===== src/rtl/dcb_rx_pkg.sv =====
package dcb_rx_pkg;
  // flag pair encodings carried in bit times 7 and 8 of each lane
  typedef enum logic [1:0] {
    FLAGS_ERR_LO = 2'b00,
    FLAGS_PLAIN  = 2'b10,  // {flag_b, flag_a} = {1,0}: sent as is
    FLAGS_INV    = 2'b01,  // {flag_b, flag_a} = {0,1}: payload inverted
    FLAGS_ERR_HI = 2'b11
  } flag_pair_e;

  // maximum count of the lock qualifier
  localparam int unsigned LOCK_GOOD = 2;
endpackage


===== src/rtl/dcb_frame_tracker.sv =====
module dcb_frame_tracker #(
  parameter int unsigned PERIOD = 9,
  localparam int unsigned CW = $clog2(PERIOD + 2)
) (
  input  logic          clk,
  input  logic          rst,
  input  logic          clk_lane_i,
  output logic [CW-1:0] bit_idx_o,
  output logic          lock_o
);
  import dcb_rx_pkg::*;

  localparam logic [CW-1:0] HI_SHORT = CW'(PERIOD / 2);
  localparam logic [CW-1:0] HI_LONG  = CW'(PERIOD - PERIOD / 2);
  localparam logic [CW-1:0] LEN      = CW'(PERIOD);
  localparam logic [CW-1:0] POS_MAX  = CW'(PERIOD + 1);

  logic          prev_q;
  logic [CW-1:0] pos_q;
  logic [CW-1:0] hcnt_q;
  logic [CW-1:0] prev_hi_q;
  logic [1:0]    good_q;
  logic          rise_w;
  logic          period_ok_w;
  logic          overrun_w;

  assign rise_w      = clk_lane_i & ~prev_q;
  assign period_ok_w = (pos_q == LEN) && ((hcnt_q == HI_SHORT) || (hcnt_q == HI_LONG));
  assign overrun_w   = ~rise_w && (pos_q == LEN);
  assign bit_idx_o   = rise_w ? '0 : pos_q;
  assign lock_o      = (good_q == 2'(LOCK_GOOD));

  always_ff @(posedge clk) begin
    if (rst) begin
      prev_q    <= 1'b1;
      pos_q     <= POS_MAX;
      hcnt_q    <= '0;
      prev_hi_q <= '0;
      good_q    <= '0;
    end else begin
      prev_q <= clk_lane_i;
      if (rise_w) begin
        pos_q     <= CW'(1);
        hcnt_q    <= CW'(1);
        prev_hi_q <= hcnt_q;
        if (period_ok_w && (good_q == '0 || hcnt_q != prev_hi_q)) begin
          if (good_q != 2'(LOCK_GOOD)) good_q <= good_q + 2'd1;
        end else if (period_ok_w) begin
          good_q <= 2'd1;
        end else begin
          good_q <= '0;
        end
      end else begin
        if (pos_q != POS_MAX) pos_q <= pos_q + CW'(1);
        if (clk_lane_i && hcnt_q != POS_MAX) hcnt_q <= hcnt_q + CW'(1);
        if (overrun_w) good_q <= '0;
      end
    end
  end


  lock_rise_chk: assert property (@(posedge clk) disable iff (rst)
    $rose(lock_o) |-> $past(rise_w));


  lock_fall_chk: assert property (@(posedge clk) disable iff (rst)
    $fell(lock_o) |-> ($past(rise_w) || $past(overrun_w)));
endmodule


===== src/rtl/dcb_lane_shifter.sv =====
module dcb_lane_shifter #(
  parameter int unsigned SYM = 9
) (
  input  logic           clk,
  input  logic           din_i,
  output logic [SYM-1:0] sym_o
);
  logic [SYM-2:0] sr_q;

  always_ff @(posedge clk) begin
    sr_q <= {din_i, sr_q[SYM-2:1]};
  end

  // oldest bit at position 0, current bit completes the symbol on top
  assign sym_o = {din_i, sr_q};
endmodule


===== src/rtl/dcb_group_restore.sv =====
module dcb_group_restore #(
  parameter int unsigned DBITS = 7
) (
  input  logic [DBITS+1:0] sym_i,
  output logic [DBITS-1:0] data_o,
  output logic             err_o
);
  import dcb_rx_pkg::*;

  flag_pair_e flags_w;

  always_comb begin
    flags_w = flag_pair_e'(sym_i[DBITS+1:DBITS]);
    unique case (flags_w)
      FLAGS_INV: begin
        data_o = ~sym_i[DBITS-1:0];
        err_o  = 1'b0;
      end
      FLAGS_PLAIN: begin
        data_o = sym_i[DBITS-1:0];
        err_o  = 1'b0;
      end
      default: begin
        data_o = sym_i[DBITS-1:0];
        err_o  = 1'b1;
      end
    endcase
  end
endmodule


===== src/rtl/dcb_lane_decoder.sv =====
module dcb_lane_decoder #(
  parameter int unsigned LANES = 3,
  parameter int unsigned DBITS = 7,
  localparam int unsigned SYM   = DBITS + 2,
  localparam int unsigned WORDW = LANES * DBITS,
  localparam int unsigned CW    = $clog2(SYM + 2)
) (
  input  logic             clk,
  input  logic             rst,
  input  logic             clk_lane_i,
  input  logic [LANES-1:0] data_lane_i,
  output logic [WORDW-1:0] word_o,
  output logic             word_valid_o,
  output logic [LANES-1:0] code_err_o,
  output logic             lock_o
);
  logic [CW-1:0]    bit_idx_w;
  logic             last_bit_w;
  logic [WORDW-1:0] dec_word_w;
  logic [LANES-1:0] dec_err_w;

  dcb_frame_tracker #(.PERIOD(SYM)) i_frame (
    .clk        (clk),
    .rst        (rst),
    .clk_lane_i (clk_lane_i),
    .bit_idx_o  (bit_idx_w),
    .lock_o     (lock_o)
  );

  assign last_bit_w = (bit_idx_w == CW'(SYM - 1));

  for (genvar l = 0; l < LANES; l++) begin : g_lane
    logic [SYM-1:0] sym_w;

    dcb_lane_shifter #(.SYM(SYM)) i_shift (
      .clk   (clk),
      .din_i (data_lane_i[l]),
      .sym_o (sym_w)
    );

    dcb_group_restore #(.DBITS(DBITS)) i_restore (
      .sym_i  (sym_w),
      .data_o (dec_word_w[l*DBITS +: DBITS]),
      .err_o  (dec_err_w[l])
    );
  end

  always_ff @(posedge clk) begin
    if (rst) begin
      word_o       <= '0;
      word_valid_o <= 1'b0;
      code_err_o   <= '0;
    end else if (lock_o && last_bit_w) begin
      word_o       <= dec_word_w;
      word_valid_o <= 1'b1;
      code_err_o   <= dec_err_w;
    end else begin
      word_valid_o <= 1'b0;
      code_err_o   <= '0;
    end
  end


  valid_locked_chk: assert property (@(posedge clk) disable iff (rst)
    word_valid_o |-> lock_o);


  valid_single_chk: assert property (@(posedge clk) disable iff (rst)
    word_valid_o |=> !word_valid_o);


  err_with_valid_chk: assert property (@(posedge clk) disable iff (rst)
    (code_err_o != '0) |-> word_valid_o);
endmodule


===== config.mk =====
export PLATFORM = sky130hd
export DESIGN_NAME = dcb_lane_decoder
export DESIGN_NICKNAME = d
export VERILOG_FILES = /design/src/rtl/dcb_rx_pkg.sv /design/src/rtl/dcb_frame_tracker.sv /design/src/rtl/dcb_lane_shifter.sv /design/src/rtl/dcb_group_restore.sv /design/src/rtl/dcb_lane_decoder.sv
export SDC_FILE = /design/constraint.sdc
export NUM_CORES = 1
export LEC_CHECK = 0
export ABC_AREA = 1
export BUFFER_PORTS_ARGS = -buffer_cell sky130_fd_sc_hd__clkbuf_2
export CORE_MARGIN = 5
export CORE_UTILIZATION = 30
export DETAILED_ROUTE_END_ITERATION = 6
export PLACE_DENSITY = 0.58
export SLEW_MARGIN = 10
export SYNTH_ARGS = -nofsm -noshare
export SYNTH_HDL_FRONTEND = slang
export SYNTH_SLANG_ARGS = --single-unit

===== constraint.sdc =====
create_clock -name clk -period 1.16 [get_ports clk]
set_input_delay 0.058 -clock clk [delete_from_list [all_inputs] [get_ports clk]]
set_output_delay 0.058 -clock clk [all_outputs]
set_load 0.02 [all_outputs]

Word-level counts from Yosys, hierarchy flattened
Cells that the tools add are included. Widths: inputs -> output; s select.

Output and inout port bits: 26. Word-level logic and storage cells: 73. Register bits: 64. Input port bits: 6.

Add/subtract/negate cells: 3. Mux-type cells: 17. Equality and inequality tests: 16. Bitwise logic cells: 7. Reductions and logical operators: 17.

Operators with widths (count): $mux 7 (3); $not 7->7 (3); $mux 4 (3); $reduce_or 2->1 (5); $add 4x1->4 const B (2); $eq 2x2->1 const B (4); $eq 4x3->1 const B (2); $eq 4x4->1 const B (2); $mux 2 (4); $ne 4x4->1 const B (2); $mux 1 (7); $eq 2x1->1 const B (3); $reduce_bool 2->1 (3); $logic_and 1x1->1 (5); $ne 4x4->1 (1); $ne 3x3->1 const B (1); $not 1->1 (3); $add 2x1->2 const B (1); $logic_not 2->1 (1); $logic_or 1x1->1 (2); $ne 2x2->1 const B (1); $reduce_and 2->1 (1); $and 1x1->1 (1).

Longest topological paths before layout
Depth in word-level cells: 7. Depth in mapped cells: 9. Gate-level depth less buffers: 9.

By module
Synthesis repeated with hierarchy kept, for this count alone.

Cell total of the unflattened synthesis: 388. Area, all modules: 2806.4 um^2.

By module, submodules not included: dcb_lane_decoder (cells an instance 156, sequential area each 500.5 um^2, times used 1, area an instance 1082.3 um^2); dcb_frame_tracker (cells an instance 109, sequential area each 300.3 um^2, times used 1, area an instance 812.0 um^2); dcb_lane_shifter (cells an instance 9, sequential area each 160.2 um^2, times used 3, area an instance 167.7 um^2); dcb_group_restore (cells an instance 32, sequential area each 0.0 um^2, times used 3, area an instance 136.4 um^2).

Worst setup path after synthesis
Ideal clock, no wire load.

Kind: reg2reg. Start point: register i_frame.hcnt_q[0]. End point: register i_frame.good_q[1]. Library setup time: 0.116 ns. Data required time: 1.044 ns. Period minus slack after synthesis: 1.291 ns. Path buffers: 0. Arrival time: 1.175 ns. Cell stages (with the launch flop): 10. Path slack: -0.131 ns. Cells stage by stage: dfxtp_1 inv_2 ha_1 nor2_1 nor2_1 nor2b_1 nand3_1 nand2_1 nand3_1 a21oi_1.

Word-level cells in the longest chain between the ends: 6. Elaborated cells between the ends (all ways): 11. Classes of those cells: eq/ne: 4; mux: 2; reduce/logical: 5.

Ends and longest elaborated chain: start: declaration (RTL line dcb_frame_tracker.sv:20) `logic [CW-1:0] hcnt_q;`; start signal: assignment (RTL line dcb_frame_tracker.sv:55) `if (clk_lane_i && hcnt_q != POS_MAX) hcnt_q <= hcnt_q + CW'(1);`; $eq 4x3->1 (RTL line dcb_frame_tracker.sv:28) `assign period_ok_w = (pos_q == LEN) && ((hcnt_q == HI_SHORT) || (hcnt_q == HI_LONG));`; $logic_or 1x1->1 (RTL line dcb_frame_tracker.sv:28); $logic_and 1x1->1 (RTL line dcb_frame_tracker.sv:28); $logic_and 1x1->1 (*) (RTL line dcb_frame_tracker.sv:46) `if (period_ok_w && (good_q == '0 || hcnt_q != prev_hi_q)) begin`; $ne 3x3->1 (no line) / $mux 2 (equally long branches); $reduce_and 2->1 (no line) / $mux 2 (equally long branches); end signal: assignment (RTL line dcb_frame_tracker.sv:47) `if (good_q != 2'(LOCK_GOOD)) good_q <= good_q + 2'd1;`; end: declaration (RTL line dcb_frame_tracker.sv:22) `logic [1:0] good_q;`.

Mark *: on every way between the ends. The rest lies on a longest branch, timed or not. A chain may end at the register's enable or synchronous reset.

Worst setup path in the final report
Start point: register i_frame.hcnt_q[0]. End point: register i_frame.good_q[0].

Word-level cells in the longest chain between the ends: 6. Elaborated cells between the ends (all ways): 12. Classes of those cells: eq/ne: 4; mux: 3; reduce/logical: 5.

Ends and longest elaborated chain (RTL line): $eq 4x3->1 (dcb_frame_tracker.sv:28); $logic_or 1x1->1 (dcb_frame_tracker.sv:28); $logic_and 1x1->1 (dcb_frame_tracker.sv:28); $logic_and 1x1->1 / $mux 1 (equally long branches) (dcb_frame_tracker.sv:46, dcb_frame_tracker.sv:48); $ne 3x3->1 (no line) / $mux 2 (equally long branches); $reduce_and 2->1 (no line) / $mux 2 (equally long branches).

Parallel ways exist; a longest one is shown, timed or not.

==> impl_metrics.csv <==
group,metric,value,unit
layout,num-fill-cells,773,
worst_setup_path,crit_path_start_kind,"flop",
sta,finalClockSkew,10.03,ps
yosys,synth_top_cell_by_area,"dfxtp_1",
worst_setup_path,cp-end-kind,"flop",
worst_setup_path,worst-path-max-fanout,4,
yosys,netlist_instances,247,
clocking,cts_tree,"built",
sta,fin_crit,1366,ps
sta,worst_slack,-206.1,ps
sta,finalSetupTns,-3109,ps
worst_setup_path,cp.required,1390,ps
floorplan,die_area,9558,µm²
worst_setup_path,cp_cell_sequence,"inv_4 > buf_4 > nand2_1 > nand3_1 > nor2_2 > nand2_1 > nand3_2 > nand2_2 > nand3_1 > a21oi_1",
worst_setup_path,path_depth,10,
floorplan,rows,32,
yosys,syn_area,2311,µm²
floorplan,die_w,97.77,µm
clocking,cts_max_path_buffers,2,
yosys,synth.distinct_cells,26,
yosys,avgSynthCellArea,9.356,µm²
clocking,numCtsBuffers,9,
clocking,root_buffer,"clkbuf_8",
yosys,yosys_warnings,0,
routing,drtIter0Drc,55,
yosys,synth_area_leaders,"dfxtp_1 (55%), xnor2_1 (8.0%), a21oi_1 (7.4%)",
sta,post-route-period-util,117.8,%
layout,syn_to_final_growth,38.71,%
routing,vias_per_cell,4.383,
routing,wl,5074,µm
sta,worst_pin_slew,424.0,ps
worst_hold_path,hold_depth,3,
routing,postRouteAntennaNets,0,
run_status,failed_checks,"negative setup slack",
grt,grt_usage,10.89,%
pwr,p_leak,1.343,nW
clocking,clkTransAtPathRegs,70,ps
sta,slew_viol_final,0,
yosys,ys.flop_type,"dfxtp_1",
sta,rsz0062_at_grt,"true",
grt,grt_max_degree,29,
pwr,p_per_area,1565,nW/µm²
grt,grt_overflow,0,
yosys,syn_nets,262,
yosys,synth-seq-area-share,55.44,%
yosys,async_reset_ff_share,0,%
layout,fin_nets,326,
grt,grt_pass1_vias,1859,
grt,grt_pass1_wl,8376,µm
worst_setup_path,worstSetupPathType,"reg2reg",
worst_setup_path,crit_slowest_cell,"dfxtp_4",
floorplan,die_y,97.77,µm
placement,hpwl,3253,µm
worst_setup_path,cpLargestDelayFamily,"simple AND/OR/NAND/NOR gates",
yosys,synth-edff-count,0,
flow_run,maxCapViolations,0,
clocking,clk_latency,350,ps
worst_setup_path,critPathArrivalTime,1600,ps
clocking,cts_sinks,64,
layout,diodes,0,
worst_hold_path,hp-class,"in2reg",
routing,drc,0,
sta,hold_ws,47.18,ps
routing,wl_per_cell,12.14,µm
pwr,total_power,5.017,mW
run_status,status,"finished with violations",
grt,antenna_found_initial,0,
worst_setup_path,critical-path-max-stage-delay,390,ps
yosys,synth_top_area_share,55.44,%
sta,max_freq,732.0,MHz
worst_setup_path,worst-path-buf-inv,2,
floorplan,io_pins,32,
clocking,cts_htree_levels,3,
routing,drt_first_pass_iters,4,
sta,relSlewSlack,71.73,%
worst_setup_path,reg2reg_depth,10,
placement,place.gp.congestion,0.8036,
floorplan,initial_core_util,30.38,%
floorplan,core-area,7607,µm²
sta,hold_viol,0,
layout,seq_area,1294,µm²
pwr,peakVddDrop,1097,µV
sta,setup_viol,31,
layout,drive_gt1_share,36.39,%
routing,vias,1832,
yosys,ys_ff_latch,64,
layout,multi_input_area,980.9,µm²
layout,final_util,42.14,%
placement,port_buffers,31,
==> Yosys cell counts, types with 3 or more instances <==
cell     instances
inv_2            5
buf_2            3
o21ai_1         13
a21oi_1         34
inv_1           22
ha_1             9
nand3_1          9
xnor2_1         21
dfxtp_1         64
o21ai_0         15
nand2_1         20
nor2_1          11
==> path summary, 6_finish.rpt <==
path,from,endpoint,slack [ps]
hold / removal,clk_lane_i,i_frame.hcnt_q[0],50
setup / recovery,i_frame.hcnt_q[0],i_frame.good_q[0],-210
setup reg to reg,i_frame.hcnt_q[0],i_frame.good_q[0],-210
hold reg to reg,g_lane[0].i_shift.sr_q[7],g_lane[0].i_shift.sr_q[6],350
==> worst min-delay path: cells and delay by family <==
family	cells	cell delay, ps
buffers and inverters	1	130
AND/OR/NAND/NOR	1	100
AO/OA/AOI/OAI	1	60
==> area by class of cell <==
type                       instances  share of cell area [%]
tap                              102                   3.981
inverter                          27                   3.474
clock buffer                       9                   3.864
sequential                        64                   40.36
timing repair buffer              63                   13.97
clock inverter                     7                   3.747
multi-input combinational        146                   30.60
==> repair_timing <==
| item | 4_1_cts | 5_1_grt |
|---|---|---|
| buffers inserted | 2 | 5 |
| cloned | 1 | 1 |
| endpoints found under the setup margin | 30 | 32 |
| hold buffers | 4 | 0 |
| hold endpoints to repair | 4 | 0 |
| gates resized for setup | 13 | 28 |
| pin swaps | 2 | 10 |
==> cell usage in the layout (no fill, tap or decap), types with 3 or more instances in the layout <==
cell type,synthesis,routed
dfxtp_1,64,58
a21oi_1,34,31
clkbuf_2,0,30
buf_4,1,25
xnor2_1,21,21
inv_1,22,18
nand2_1,20,17
o21ai_1,13,17
o21ai_0,15,11
clkbuf_8,0,10
nor2_1,11,7
inv_2,5,6
nand3_1,9,6
nor2_2,2,5
ha_1,9,4
dlygate4sd3_1,0,4
dfxtp_2,0,4
nand3_2,1,3
a21oi_2,0,3
ha_2,0,3
bufinv_16,0,3
==> metrics by stage <==
stage,cell area (µm²),instances,setup WS [ps]
CTS,3050,412,-166.1
global placement,2701,389,-105.3
floorplan,2323,247,-51.49
finish,3206,418,-206.1
detailed placement,2701,389,-145.4
global route,3206,418,-314.0
==> layer usage <==
| layer | global-route usage, % | wire [µm] | vias to the layer above |
|---|---|---|---|
| li1 | - | - | 942 |
| met1 | 13.44 | 2361 | 849 |
| met2 | 16.82 | 2356 | 31 |
| met3 | 3.929 | 247 | 10 |
| met4 | 5.431 | 108 | 0 |
| met5 | 0 | 0 | - |
==> kinds of logic after synthesis <==
group                    share of synthesized area, %
AO/OA/AOI/OAI                                   14.40
XOR/XNOR                                        8.338
adder cells (fa/ha/maj)                         4.873
buffers and inverters                           6.985
flip-flops                                      55.44
AND/OR/NAND/NOR                                 9.962
==> state kept, by name (all words and copies together) (netlist names) <==
register	count
g_lane.i_shift.sr_q	24
word_o	21
i_frame.hcnt_q	4
i_frame.pos_q	4
i_frame.prev_hi_q	4
code_err_o	3
i_frame.good_q	2
i_frame.prev_q	1
word_valid_o	1
==> power by group <==
part           switching [mW]  internal, mW
Combinational           0.190         0.182
Clock                   0.881          1.43
Sequential             0.0602          2.27
Total                    1.13          3.89
(Power assumes the default switching activity.)
